===== config.mk =====
export PLATFORM = sky130hd
export DESIGN_NAME = rngc_regif
export DESIGN_NICKNAME = d
export VERILOG_FILES = /design/src/rtl/rngc_pkg.sv /design/src/rtl/rngc_op_fsm.sv /design/src/rtl/rngc_xorshift.sv /design/src/rtl/rngc_irq_ctl.sv /design/src/rtl/rngc_regif.sv
export SDC_FILE = /design/constraint.sdc
export NUM_CORES = 1
export LEC_CHECK = 0
export ABC_CLOCK_PERIOD_IN_PS = 2250
export BUFFER_PORTS_ARGS = -buffer_cell sky130_fd_sc_hd__clkbuf_2
export CAP_MARGIN = 15
export CORE_MARGIN = 5
export CORE_UTILIZATION = 37
export DETAILED_ROUTE_END_ITERATION = 7
export PLACE_DENSITY = 0.65
export SYNTH_ARGS = -nofsm -noshare
export SYNTH_HDL_FRONTEND = slang
export SYNTH_SLANG_ARGS = --single-unit

===== constraint.sdc =====
create_clock -name clk -period 2.25 [get_ports clk]
set_clock_uncertainty 0.05 [all_clocks]
set_input_delay 0.1125 -clock clk [delete_from_list [all_inputs] [get_ports clk]]
set_output_delay 0.1125 -clock clk [all_outputs]
set_load 0.005 [all_outputs]

===== src/rtl/rngc_pkg.sv =====
package rngc_pkg;

  typedef enum logic [1:0] {
    OP_IDLE = 2'd0,
    OP_RUN  = 2'd1,
    OP_DONE = 2'd2
  } op_state_t;

  localparam int unsigned DW = 32;

  localparam int unsigned OFF_IDENT  = 'h00;
  localparam int unsigned OFF_CMD    = 'h04;
  localparam int unsigned OFF_CTRL   = 'h08;
  localparam int unsigned OFF_STATUS = 'h0C;
  localparam int unsigned OFF_DATA   = 'h14;

  localparam logic [DW-1:0] IDENT_WORD = (32'd1 << 28) | (32'd2 << 8) | 32'h40;

  localparam int unsigned CMD_SRST   = 6;
  localparam int unsigned CMD_CLRERR = 5;
  localparam int unsigned CMD_CLRINT = 4;
  localparam int unsigned CMD_SEED   = 1;
  localparam int unsigned CMD_TEST   = 0;

  localparam int unsigned CTL_MERR   = 6;
  localparam int unsigned CTL_MDONE  = 5;
  localparam int unsigned CTL_AUTO   = 4;

  localparam int unsigned N_OPS      = 2;
  localparam int unsigned OP_TEST    = 0;
  localparam int unsigned OP_SEED    = 1;

  localparam logic [3:0] FIFO_WORDS  = 4'd5;

endpackage


===== src/rtl/rngc_op_fsm.sv =====
module rngc_op_fsm
  import rngc_pkg::*;
#(
  parameter int unsigned LAT = 16
) (
  input  logic      clk,
  input  logic      rst_n,
  input  logic      clr_i,
  input  logic      start_i,
  output op_state_t state_o,
  output logic      done_o
);

  localparam int unsigned CNT_W = (LAT < 2) ? 1 : $clog2(LAT);
  localparam logic [CNT_W-1:0] CNT_LOAD = CNT_W'(LAT - 1);

  op_state_t        st_q, st_n;
  logic [CNT_W-1:0] cnt_q, cnt_n;
  logic             st_en, cnt_en;

  always_comb begin
    st_n   = st_q;
    cnt_n  = cnt_q;
    done_o = 1'b0;
    if (start_i) begin
      st_n  = OP_RUN;
      cnt_n = CNT_LOAD;
    end else if (clr_i) begin
      st_n  = OP_IDLE;
      cnt_n = '0;
    end else if (st_q == OP_RUN) begin
      if (cnt_q == '0) begin
        st_n   = OP_DONE;
        done_o = 1'b1;
      end else begin
        cnt_n = cnt_q - 1'b1;
      end
    end
  end

  assign st_en  = (st_n != st_q);
  assign cnt_en = (cnt_n != cnt_q);

  always_ff @(posedge clk or negedge rst_n) begin
    if (!rst_n) begin
      st_q <= OP_IDLE;
    end else if (st_en) begin
      st_q <= st_n;
    end
  end

  always_ff @(posedge clk or negedge rst_n) begin
    if (!rst_n) begin
      cnt_q <= '0;
    end else if (cnt_en) begin
      cnt_q <= cnt_n;
    end
  end

  assign state_o = st_q;

endmodule


===== src/rtl/rngc_xorshift.sv =====
module rngc_xorshift #(
  parameter logic [31:0] SEED = 32'h2545_F491
) (
  input  logic        clk,
  input  logic        rst_n,
  input  logic        step_i,
  output logic [31:0] value_o
);

  logic [31:0] s_q, s_n;
  logic [31:0] mix_a, mix_b, mix_c;

  always_comb begin
    mix_a = s_q ^ (s_q << 13);
    mix_b = mix_a ^ (mix_a >> 17);
    mix_c = mix_b ^ (mix_b << 5);
    s_n   = mix_c;
  end

  always_ff @(posedge clk or negedge rst_n) begin
    if (!rst_n) begin
      s_q <= SEED;
    end else if (step_i) begin
      s_q <= s_n;
    end
  end

  assign value_o = s_q;

endmodule


===== src/rtl/rngc_irq_ctl.sv =====
module rngc_irq_ctl (
  input  logic clk,
  input  logic rst_n,
  input  logic set_i,
  input  logic clr_i,
  output logic irq_o
);

  logic irq_q, irq_n, irq_en;

  always_comb begin
    irq_n = irq_q;
    if (set_i) begin
      irq_n = 1'b1;
    end else if (clr_i) begin
      irq_n = 1'b0;
    end
  end

  assign irq_en = (irq_n != irq_q);

  always_ff @(posedge clk or negedge rst_n) begin
    if (!rst_n) begin
      irq_q <= 1'b0;
    end else if (irq_en) begin
      irq_q <= irq_n;
    end
  end

  assign irq_o = irq_q;

endmodule


===== src/rtl/rngc_regif.sv =====
module rngc_regif
  import rngc_pkg::*;
#(
  parameter int unsigned ADDR_W   = 8,
  parameter int unsigned ST_LAT   = 16,
  parameter int unsigned SEED_LAT = 32,
  parameter logic [31:0] RNG_SEED = 32'h2545_F491
) (
  input  logic              clk,
  input  logic              rst_n,
  input  logic [ADDR_W-1:0] bus_addr,
  input  logic              bus_wr,
  input  logic [DW-1:0]     bus_wdata,
  input  logic              bus_rd,
  output logic [DW-1:0]     bus_rdata,
  output logic              irq
);

  localparam logic [ADDR_W-1:0] A_IDENT  = ADDR_W'(OFF_IDENT);
  localparam logic [ADDR_W-1:0] A_CMD    = ADDR_W'(OFF_CMD);
  localparam logic [ADDR_W-1:0] A_CTRL   = ADDR_W'(OFF_CTRL);
  localparam logic [ADDR_W-1:0] A_STATUS = ADDR_W'(OFF_STATUS);
  localparam logic [ADDR_W-1:0] A_DATA   = ADDR_W'(OFF_DATA);

  // reset synchronizer: asynchronous assertion, synchronous release
  logic [1:0] rst_sync_q;
  logic       rst_int_n;

  always_ff @(posedge clk or negedge rst_n) begin
    if (!rst_n) begin
      rst_sync_q <= 2'b00;
    end else begin
      rst_sync_q <= {rst_sync_q[0], 1'b1};
    end
  end

  assign rst_int_n = rst_sync_q[1];

  // address decode
  logic hit_ident, hit_cmd, hit_ctrl, hit_status, hit_data;
  logic wr_cmd, wr_ctrl, rd_data;

  assign hit_ident  = (bus_addr == A_IDENT);
  assign hit_cmd    = (bus_addr == A_CMD);
  assign hit_ctrl   = (bus_addr == A_CTRL);
  assign hit_status = (bus_addr == A_STATUS);
  assign hit_data   = (bus_addr == A_DATA);

  assign wr_cmd  = bus_wr & hit_cmd;
  assign wr_ctrl = bus_wr & hit_ctrl;
  assign rd_data = bus_rd & hit_data;

  // command decode, applied in order: reset, clear, seed, self-test
  logic soft_rst, irq_clr;
  logic [N_OPS-1:0] op_go;

  assign soft_rst            = wr_cmd & bus_wdata[CMD_SRST];
  assign irq_clr             = wr_cmd & (bus_wdata[CMD_CLRERR] | bus_wdata[CMD_CLRINT]);
  assign op_go[OP_SEED]      = wr_cmd & bus_wdata[CMD_SEED];
  assign op_go[OP_TEST]      = wr_cmd & bus_wdata[CMD_TEST];

  logic unused_wdata;
  assign unused_wdata = ^{bus_wdata[31:7], bus_wdata[3:2]};

  // control register
  logic ctl_merr_q, ctl_mdone_q, ctl_auto_q;
  logic ctl_merr_n, ctl_mdone_n, ctl_auto_n;
  logic ctl_en;

  always_comb begin
    ctl_merr_n  = ctl_merr_q;
    ctl_mdone_n = ctl_mdone_q;
    ctl_auto_n  = ctl_auto_q;
    if (wr_ctrl) begin
      ctl_merr_n  = bus_wdata[CTL_MERR];
      ctl_mdone_n = bus_wdata[CTL_MDONE];
      ctl_auto_n  = bus_wdata[CTL_AUTO];
    end else if (soft_rst) begin
      ctl_merr_n  = 1'b0;
      ctl_mdone_n = 1'b0;
      ctl_auto_n  = 1'b0;
    end
  end

  assign ctl_en = wr_ctrl | soft_rst;

  always_ff @(posedge clk or negedge rst_int_n) begin
    if (!rst_int_n) begin
      ctl_merr_q  <= 1'b0;
      ctl_mdone_q <= 1'b0;
      ctl_auto_q  <= 1'b0;
    end else if (ctl_en) begin
      ctl_merr_q  <= ctl_merr_n;
      ctl_mdone_q <= ctl_mdone_n;
      ctl_auto_q  <= ctl_auto_n;
    end
  end

  logic ctl_mask_done;
  assign ctl_mask_done = ctl_mdone_q;

  // operation state machines
  op_state_t        op_state [N_OPS];
  logic [N_OPS-1:0] op_done;
  logic [N_OPS-1:0] op_running;
  logic [N_OPS-1:0] op_finished;

  for (genvar g = 0; g < N_OPS; g++) begin : g_op
    localparam int unsigned LAT = (g == OP_SEED) ? SEED_LAT : ST_LAT;
    rngc_op_fsm #(.LAT(LAT)) u_fsm (
      .clk     (clk),
      .rst_n   (rst_int_n),
      .clr_i   (soft_rst),
      .start_i (op_go[g]),
      .state_o (op_state[g]),
      .done_o  (op_done[g])
    );
    assign op_running[g]  = (op_state[g] == OP_RUN);
    assign op_finished[g] = (op_state[g] == OP_DONE);
  end

  op_state_t st_state, sd_state;
  assign st_state = op_state[OP_TEST];
  assign sd_state = op_state[OP_SEED];

  // interrupt
  logic irq_set;
  assign irq_set = (|op_done) & ~ctl_mdone_q;

  rngc_irq_ctl u_irq (
    .clk   (clk),
    .rst_n (rst_int_n),
    .set_i (irq_set),
    .clr_i (irq_clr),
    .irq_o (irq)
  );

  // random source
  logic [DW-1:0] rng_word;

  rngc_xorshift #(.SEED(RNG_SEED)) u_rng (
    .clk     (clk),
    .rst_n   (rst_int_n),
    .step_i  (rd_data),
    .value_o (rng_word)
  );

  // readback
  logic busy;
  logic [DW-1:0] cmd_word, ctl_word, stat_word, rd_val;

  assign busy = |op_running;

  always_comb begin
    cmd_word = '0;
    cmd_word[CMD_SEED] = op_running[OP_SEED];
    cmd_word[CMD_TEST] = op_running[OP_TEST];
  end

  always_comb begin
    ctl_word = '0;
    ctl_word[CTL_MERR]  = ctl_merr_q;
    ctl_word[CTL_MDONE] = ctl_mdone_q;
    ctl_word[CTL_AUTO]  = ctl_auto_q;
  end

  always_comb begin
    stat_word        = '0;
    stat_word[15:12] = FIFO_WORDS;
    stat_word[11:8]  = FIFO_WORDS;
    stat_word[6]     = 1'b1;
    stat_word[5]     = op_finished[OP_SEED];
    stat_word[4]     = op_finished[OP_TEST];
    stat_word[1]     = busy;
    stat_word[0]     = ~busy;
  end

  always_comb begin
    rd_val = '0;
    unique case (1'b1)
      hit_ident:  rd_val = IDENT_WORD;
      hit_cmd:    rd_val = cmd_word;
      hit_ctrl:   rd_val = ctl_word;
      hit_status: rd_val = stat_word;
      hit_data:   rd_val = rng_word;
      default:    rd_val = '0;
    endcase
  end

  logic [DW-1:0] rdata_q;

  always_ff @(posedge clk or negedge rst_int_n) begin
    if (!rst_int_n) begin
      rdata_q <= '0;
    end else if (bus_rd) begin
      rdata_q <= rd_val;
    end
  end

  assign bus_rdata = rdata_q;

endmodule


Yosys cells after proc, flatten, opt, wreduce, memory -nomap -nowiden

Index checks and enable logic that the tools add are counted.

Bits in latches: 0
Input bits: 44
Output and inout bits: 33
Flip-flop bits (word level): 83
Memory bits (read-only): 0
Logic and storage cells: 79
Bits in writable memories: 0
Memories kept: 0

Reduce and logical (&&, ||, !) cells: 7
Add/sub/neg operators: 2
Equal/unequal tests: 13
Bitwise gates (word level): 15
Muxes and demuxes: 31
Div/mod/pow operators: 0
Order comparisons: 0
Multipliers: 0
Shift operators: 0

Operators by type and width:

| kind                                                                   | count |
|---|---|
| 32-bit one-hot mux with 5 select lines                                 | 1 |
| 32-bit bitwise XOR                                                     | 2 |
| 32-bit by 15-bit bitwise XOR with 32-bit output                        | 1 |
| 5-bit two-way mux                                                      | 4 |
| 8-bit by 4-bit equality test with 1-bit output (second input constant) | 2 |
| 2-bit two-way mux                                                      | 8 |
| 4-bit two-way mux                                                      | 4 |
| 1-bit two-way mux                                                      | 14 |
| 1-bit bitwise AND                                                      | 8 |
| 8-bit by 3-bit equality test with 1-bit output (second input constant) | 1 |
| 8-bit by 5-bit equality test with 1-bit output (second input constant) | 1 |
| 8-bit logical NOT                                                      | 1 |
| 5-bit logical NOT                                                      | 1 |
| 5-bit != test                                                          | 1 |
| 5-bit by 1-bit subtractor with 5-bit output (second input constant)    | 1 |
| 2-bit by 1-bit equality test with 1-bit output (second input constant) | 2 |
| 2-bit equality test (second input constant)                            | 2 |
| 4-bit logical NOT                                                      | 1 |
| 2-bit != test                                                          | 2 |
| 4-bit != test                                                          | 1 |
| 2-bit OR reduction                                                     | 2 |
| 4-bit by 1-bit subtractor with 4-bit output (second input constant)    | 1 |
| 1-bit inverter                                                         | 2 |
| 1-bit OR                                                               | 2 |
| other kinds (3)                                                        | 3 |

Logic depth before layout (Yosys ltp)

Word-level depth: 9
Depth in mapped cells: 7
Depth with buffers taken out: 6

Cells and area by module

A second synthesis with hierarchy kept.

Cells, all modules: 383
Area, all modules: 4314.1 um^2

Modules (own cells, without submodules):

| module                      | cells an instance | sequential area each (um^2) | area an instance (um^2) | times used |
|---|---|---|---|---|
| rngc_xorshift               | 160               | 818.3                       | 1834.3                  | 1 |
| rngc_regif                  | 146               | 925.9                       | 1685.4                  | 1 |
| rngc_op_fsm (g_op[1].u_fsm) | 40                | 175.2                       | 397.9                   | 1 |
| rngc_op_fsm (g_op[0].u_fsm) | 34                | 150.1                       | 360.3                   | 1 |
| rngc_irq_ctl                | 3                 | 25.0                        | 36.3                    | 1 |

Worst setup path before layout

No wires, ideal clock.

Kind: register -> register
Start: register g_op[1].u_fsm.cnt_q[0]
End: register u_irq.irq_q, in the netlist u_irq.irq_o
Path slack: 0.563 ns
Required time: 2.105 ns
Setup time: 0.095 ns
Period minus slack after synthesis: 1.687 ns
Path buffers: 0
Arrival time: 1.541 ns
Stages on the path, launching flop included: 7
Cells stage by stage: dfrtp_1 > inv_1 > ha_1 > or4b_2 > nor2_1 > a22oi_1 > o31ai_1

Longest elaborated chain between the ends: 9

RTL lines:

| item                   | line               | source |
|---|---|---|
| from (decl)            | rngc_op_fsm.sv:18  | `logic [CNT_W-1:0] cnt_q, cnt_n;` |
| from (signal assigned) | rngc_op_fsm.sv:56  | `cnt_q <= cnt_n;` |
| 5-bit logical NOT *    | rngc_op_fsm.sv:32  | `if (cnt_q == '0) begin` |
| 1-bit two-way mux *    | rngc_op_fsm.sv:32  |  |
| 1-bit two-way mux *    | rngc_op_fsm.sv:31  | `end else if (st_q == OP_RUN) begin` |
| 1-bit two-way mux *    | rngc_op_fsm.sv:28  | `end else if (clr_i) begin` |
| 1-bit two-way mux *    | rngc_op_fsm.sv:25  | `if (start_i) begin` |
| 2-bit OR reduction *   | rngc_regif.sv:128  | `assign irq_set = (\|op_done) & ~ctl_mdone_q;` |
| 1-bit bitwise AND *    | rngc_regif.sv:128  |  |
| 1-bit two-way mux *    | rngc_irq_ctl.sv:13 | `if (set_i) begin` |
| 1-bit != test          | rngc_irq_ctl.sv:20 | `assign irq_en = (irq_n != irq_q);` |
| to (signal assigned)   | rngc_irq_ctl.sv:26 | `irq_q <= irq_n;` |
| to (decl)              | rngc_irq_ctl.sv:9  | `logic irq_q, irq_n, irq_en;` |

Every way passes the cells marked *; elsewhere a longest branch is shown, timed or not.
A chain may end at the register's enable or synchronous reset.

Final worst setup path

Start: register g_op[1].u_fsm.cnt_q[0]
End: register g_op[1].u_fsm.cnt_q[1]

Longest elaborated chain between the ends: 6
Elaborated cells on any way between the ends: 7
Classes of those cells: add/sub (1); eq/ne (1); mux (4); reduce/logical (1)

RTL lines:

| item                                                                             | line                                 | source |
|---|---|---|
| 5-bit by 1-bit subtractor with 5-bit output or 5-bit logical NOT (tied branches) | rngc_op_fsm.sv:36, rngc_op_fsm.sv:32 |  |
| 5-bit two-way mux                                                                | rngc_op_fsm.sv:32                    |  |
| 5-bit two-way mux                                                                | rngc_op_fsm.sv:31                    |  |
| 5-bit two-way mux                                                                | rngc_op_fsm.sv:28                    |  |
| 5-bit two-way mux                                                                | rngc_op_fsm.sv:25                    |  |
| 5-bit != test                                                                    | rngc_op_fsm.sv:42                    | `assign cnt_en = (cnt_n != cnt_q);` |

Parallel ways exist; a longest one is shown, timed or not.

==> impl_metrics.tcl <==
set metrics [dict create \
    postSynthCellCount 429 \
    drtPass1Iterations 4 \
    root_buffer "clkbuf_16" \
    gr-max-usage-layer "met2" \
    avgRoutedWirePerCell_um 14.8 \
    fp.dieH_um 118 \
    p_leak_nw 2.22 \
    finalSetupViolCount 0 \
    h-tree-depth 3 \
    grt_use_met2_pct 22.3 \
    yosysTopAreaCellShare_pct 39.9 \
    cp_data_required_time_ps 2460 \
    clk_path_buf_depth 2 \
    start_util_pct 37.8 \
    fin_nets 514 \
    synth_area_leaders "dfrtp_1, xnor2_1, dfstp_2" \
    vdd_drop_max_mv 0.570 \
    worstSetupPathType "reg -> reg" \
    setup-tns-final_ps 0 \
    fp.coreArea_sq_um 11500 \
    ys_ff_latch 83 \
    rows 39 \
    hold_viol_final 0 \
    syn_avg_cell_area_sq_um 10.1 \
    period_share_pct 81.1 \
    ys_seq_area_share_pct 48.4 \
    status "finished, final reports clean" \
    nFillCells 1081 \
    syn_nets 475 \
    clock_latency_ps 340 \
    grtUsageTotal_pct 13.7 \
    max_freq_mhz 548 \
    async_flop_share_pct 100 \
    clk_pin_slew_worst_paths_ps 60 \
    final_cell_mix "dfrtp_1, xnor2_1, clkbuf_2" \
    io_pins 77 \
    grt_max_degree 47 \
    tightest_slew_ps 617 \
    cts_setup_buffers 0 \
    grt_pass1_wl_um 15700 \
    met3_usage_pct 3.49 \
    drive_above_1_share_pct 21.1 \
    finalCriticalPeriod_ps 1830 \
    grt_remaining_overflow 0 \
    hpwl_um 6660 \
    globalRouteMet1Util_pct 18.0 \
    hold_class "in -> async" \
    synth-main-ff-cell "dfrtp_1" \
    drc 0 \
    report.final.slew_viol_count 0 \
    syn_area_sq_um 4330 \
    ff_latch_area_sq_um 2100 \
    arrival_ps 2030 \
    multi_input_area_sq_um 1980 \
    layout_commonest_cell "dfrtp_1" \
    relSlewSlack_pct 58.8 \
    ys_warn_count 0 \
    die-area_sq_um 14000 \
    num_vias 3057 \
    cp_cell_sequence "inv_1, ha_1, nor4b_1, nor2_1, mux2_2, o21ai_0" \
    cts_buffers 9 \
    cts_tree "built" \
    final_cells 616 \
    totalWireLength_um 9130 \
    report.power.total_mw 3.77 \
    area_growth_pct 17.1 \
    placed_cells 596 \
    final_core_util_pct 44.2 \
    synth_edf_count 0 \
    grt_setup_unrepaired "false" \
    cts_sinks 83 \
    drt_iter0_drc 166 \
    diodes 0 \
    numPortBuffers 49 \
    drv_cap 0 \
    fp.dieW_um 118 \
    synth.distinct_cells 48 \
    cpPeakStageDelay_ps 490 \
    yosys.area.top_type "dfrtp_1" \
    ant_nets 0 \
    path_max_fanout 3 \
    power_density_nw_per_um2 743 \
    antenna_found_initial 0 \
    cp_slowest_cell "nor4b_1" \
    start_kind "flip-flop" \
    routed_via_density 4.96 \
    gp_congestion 0.828 \
    grt_pass1_vias 3108 \
    end_kind "flip-flop" \
]
==> worst max-delay path, delay by kind of cell (launching register included) <==
| family | cells | cell delay, ps |
|---|---|---|
| muxes | 1 | 290 |
| and+or+nand+nor | 2 | 630 |
| buffers and inverters | 1 | 70 |
| AOI/OAI and AO/OA | 1 | 140 |
| adders and majority gates | 1 | 170 |
| DFF | 1 | 400 |
==> registers in the layout, summed over array words and instances (netlist names) <==
| name | cells |
|---|---|
| bus_rdata | 32 |
| u_rng.value_o | 32 |
| g_op.u_fsm.cnt_q | 9 |
| g_op.u_fsm.state_o | 4 |
| rst_sync_q | 2 |
| ctl_auto_q | 1 |
| ctl_mask_done | 1 |
| ctl_merr_q | 1 |
| u_irq.irq_o | 1 |
==> layout make-up <==
class                      count  area share, %
timing repair buffer          63           7.85
tap                          143           3.53
clock buffer                  11           4.59
multi-input combinational    282           39.0
sequential                    83           41.4
clock inverter                 5           1.53
inverter                      29           2.15
==> synth_stat cells, types with 3 or more instances <==
library cell / number
dfrtp_1: 69
and2_1: 3
nor2_1: 17
nand2_1: 29
nor3_1: 3
o31ai_1: 3
nand2b_1: 6
xor2_1: 22
clkbuf_1: 21
dfstp_2: 14
nand3_1: 22
o211ai_1: 4
a21oi_1: 10
buf_2: 12
mux2_2: 4
xnor2_1: 59
o21ai_0: 36
a22oi_1: 4
mux2i_1: 10
inv_1: 29
a22o_1: 3
nand4_1: 8
nor2b_1: 5
nor4_1: 3
nand4b_1: 6
==> stage by stage <==
| stage | cell area [sq um] | setup slack [ps] | hold WS, ps |
|---|---|---|---|
| after global routing | 5070 | 205 | 43.2 |
| after detailed placement | 4720 | 406 | -148 |
| after CTS | 5070 | 393 | 23.8 |
| final | 5070 | 424 | 34.6 |
| after floorplan | 4330 | 563 | -233 |
| after global placement | 4720 | 482 | -152 |
==> power breakdown <==
| part | total [mW] | internal (mW) | switching, mW |
|---|---|---|---|
| combinational | 0.465 | 0.221 | 0.244 |
| clock | 1.54 | 0.968 | 0.570 |
| sequential | 1.77 | 1.63 | 0.135 |
| total | 3.77 | 2.82 | 0.949 |
==> logic make-up (layout without fill, tap and decap cells) <==
| kind of cell | count (synthesis) | in the layout | synth area share, % |
|---|---|---|---|
| flip-flops | 83 | 83 | 48.4 |
| XOR/XNOR | 83 | 83 | 17.4 |
| AO/OA/AOI/OAI | 65 | 65 | 8.67 |
| AND/OR/NAND/NOR | 117 | 117 | 15.5 |
| other | 1 | 1 | 0.0866 |
| buffers and inverters | 64 | 108 | 5.98 |
| multiplexers | 14 | 14 | 3.35 |
| adder cells (fa/ha/maj) | 2 | 2 | 0.578 |
==> path summary, 6_finish.rpt <==
kind,from,endpoint,slack [ps],depth (start not counted)
setup reg to reg,g_op[1].u_fsm.cnt_q[0]$_DFFE_PN0P_,g_op[1].u_fsm.cnt_q[1]$_DFFE_PN0P_,420,6
min in group clk,bus_wr,u_irq.irq_o$_DFFE_PN0P_,80,4
setup / recovery,g_op[1].u_fsm.cnt_q[0]$_DFFE_PN0P_,g_op[1].u_fsm.cnt_q[1]$_DFFE_PN0P_,420,6
hold / removal,rst_n,rst_sync_q[0]$_DFF_PN0_,30,2
hold reg to reg,rst_sync_q[1]$_DFF_PN0_,ctl_auto_q$_DFFE_PN0P_,300,0
max in group asynchronous,rst_sync_q[1]$_DFF_PN0_,u_rng.value_o[26]$_DFFE_PN1P_,1210,1
==> routing by layer <==
layer	up-vias	wire length, um
met4	0	122
met1	1481	4070
met5	-	0
li1	1505	-
met3	9	452
met2	62	4490
==> what timing repair did <==
item	in CTS	in global routing
hold endpoints to repair	5	0
hold buffers	4	0
gates resized for setup	0	0
Note: power is estimated with default switching activity, not from simulation.
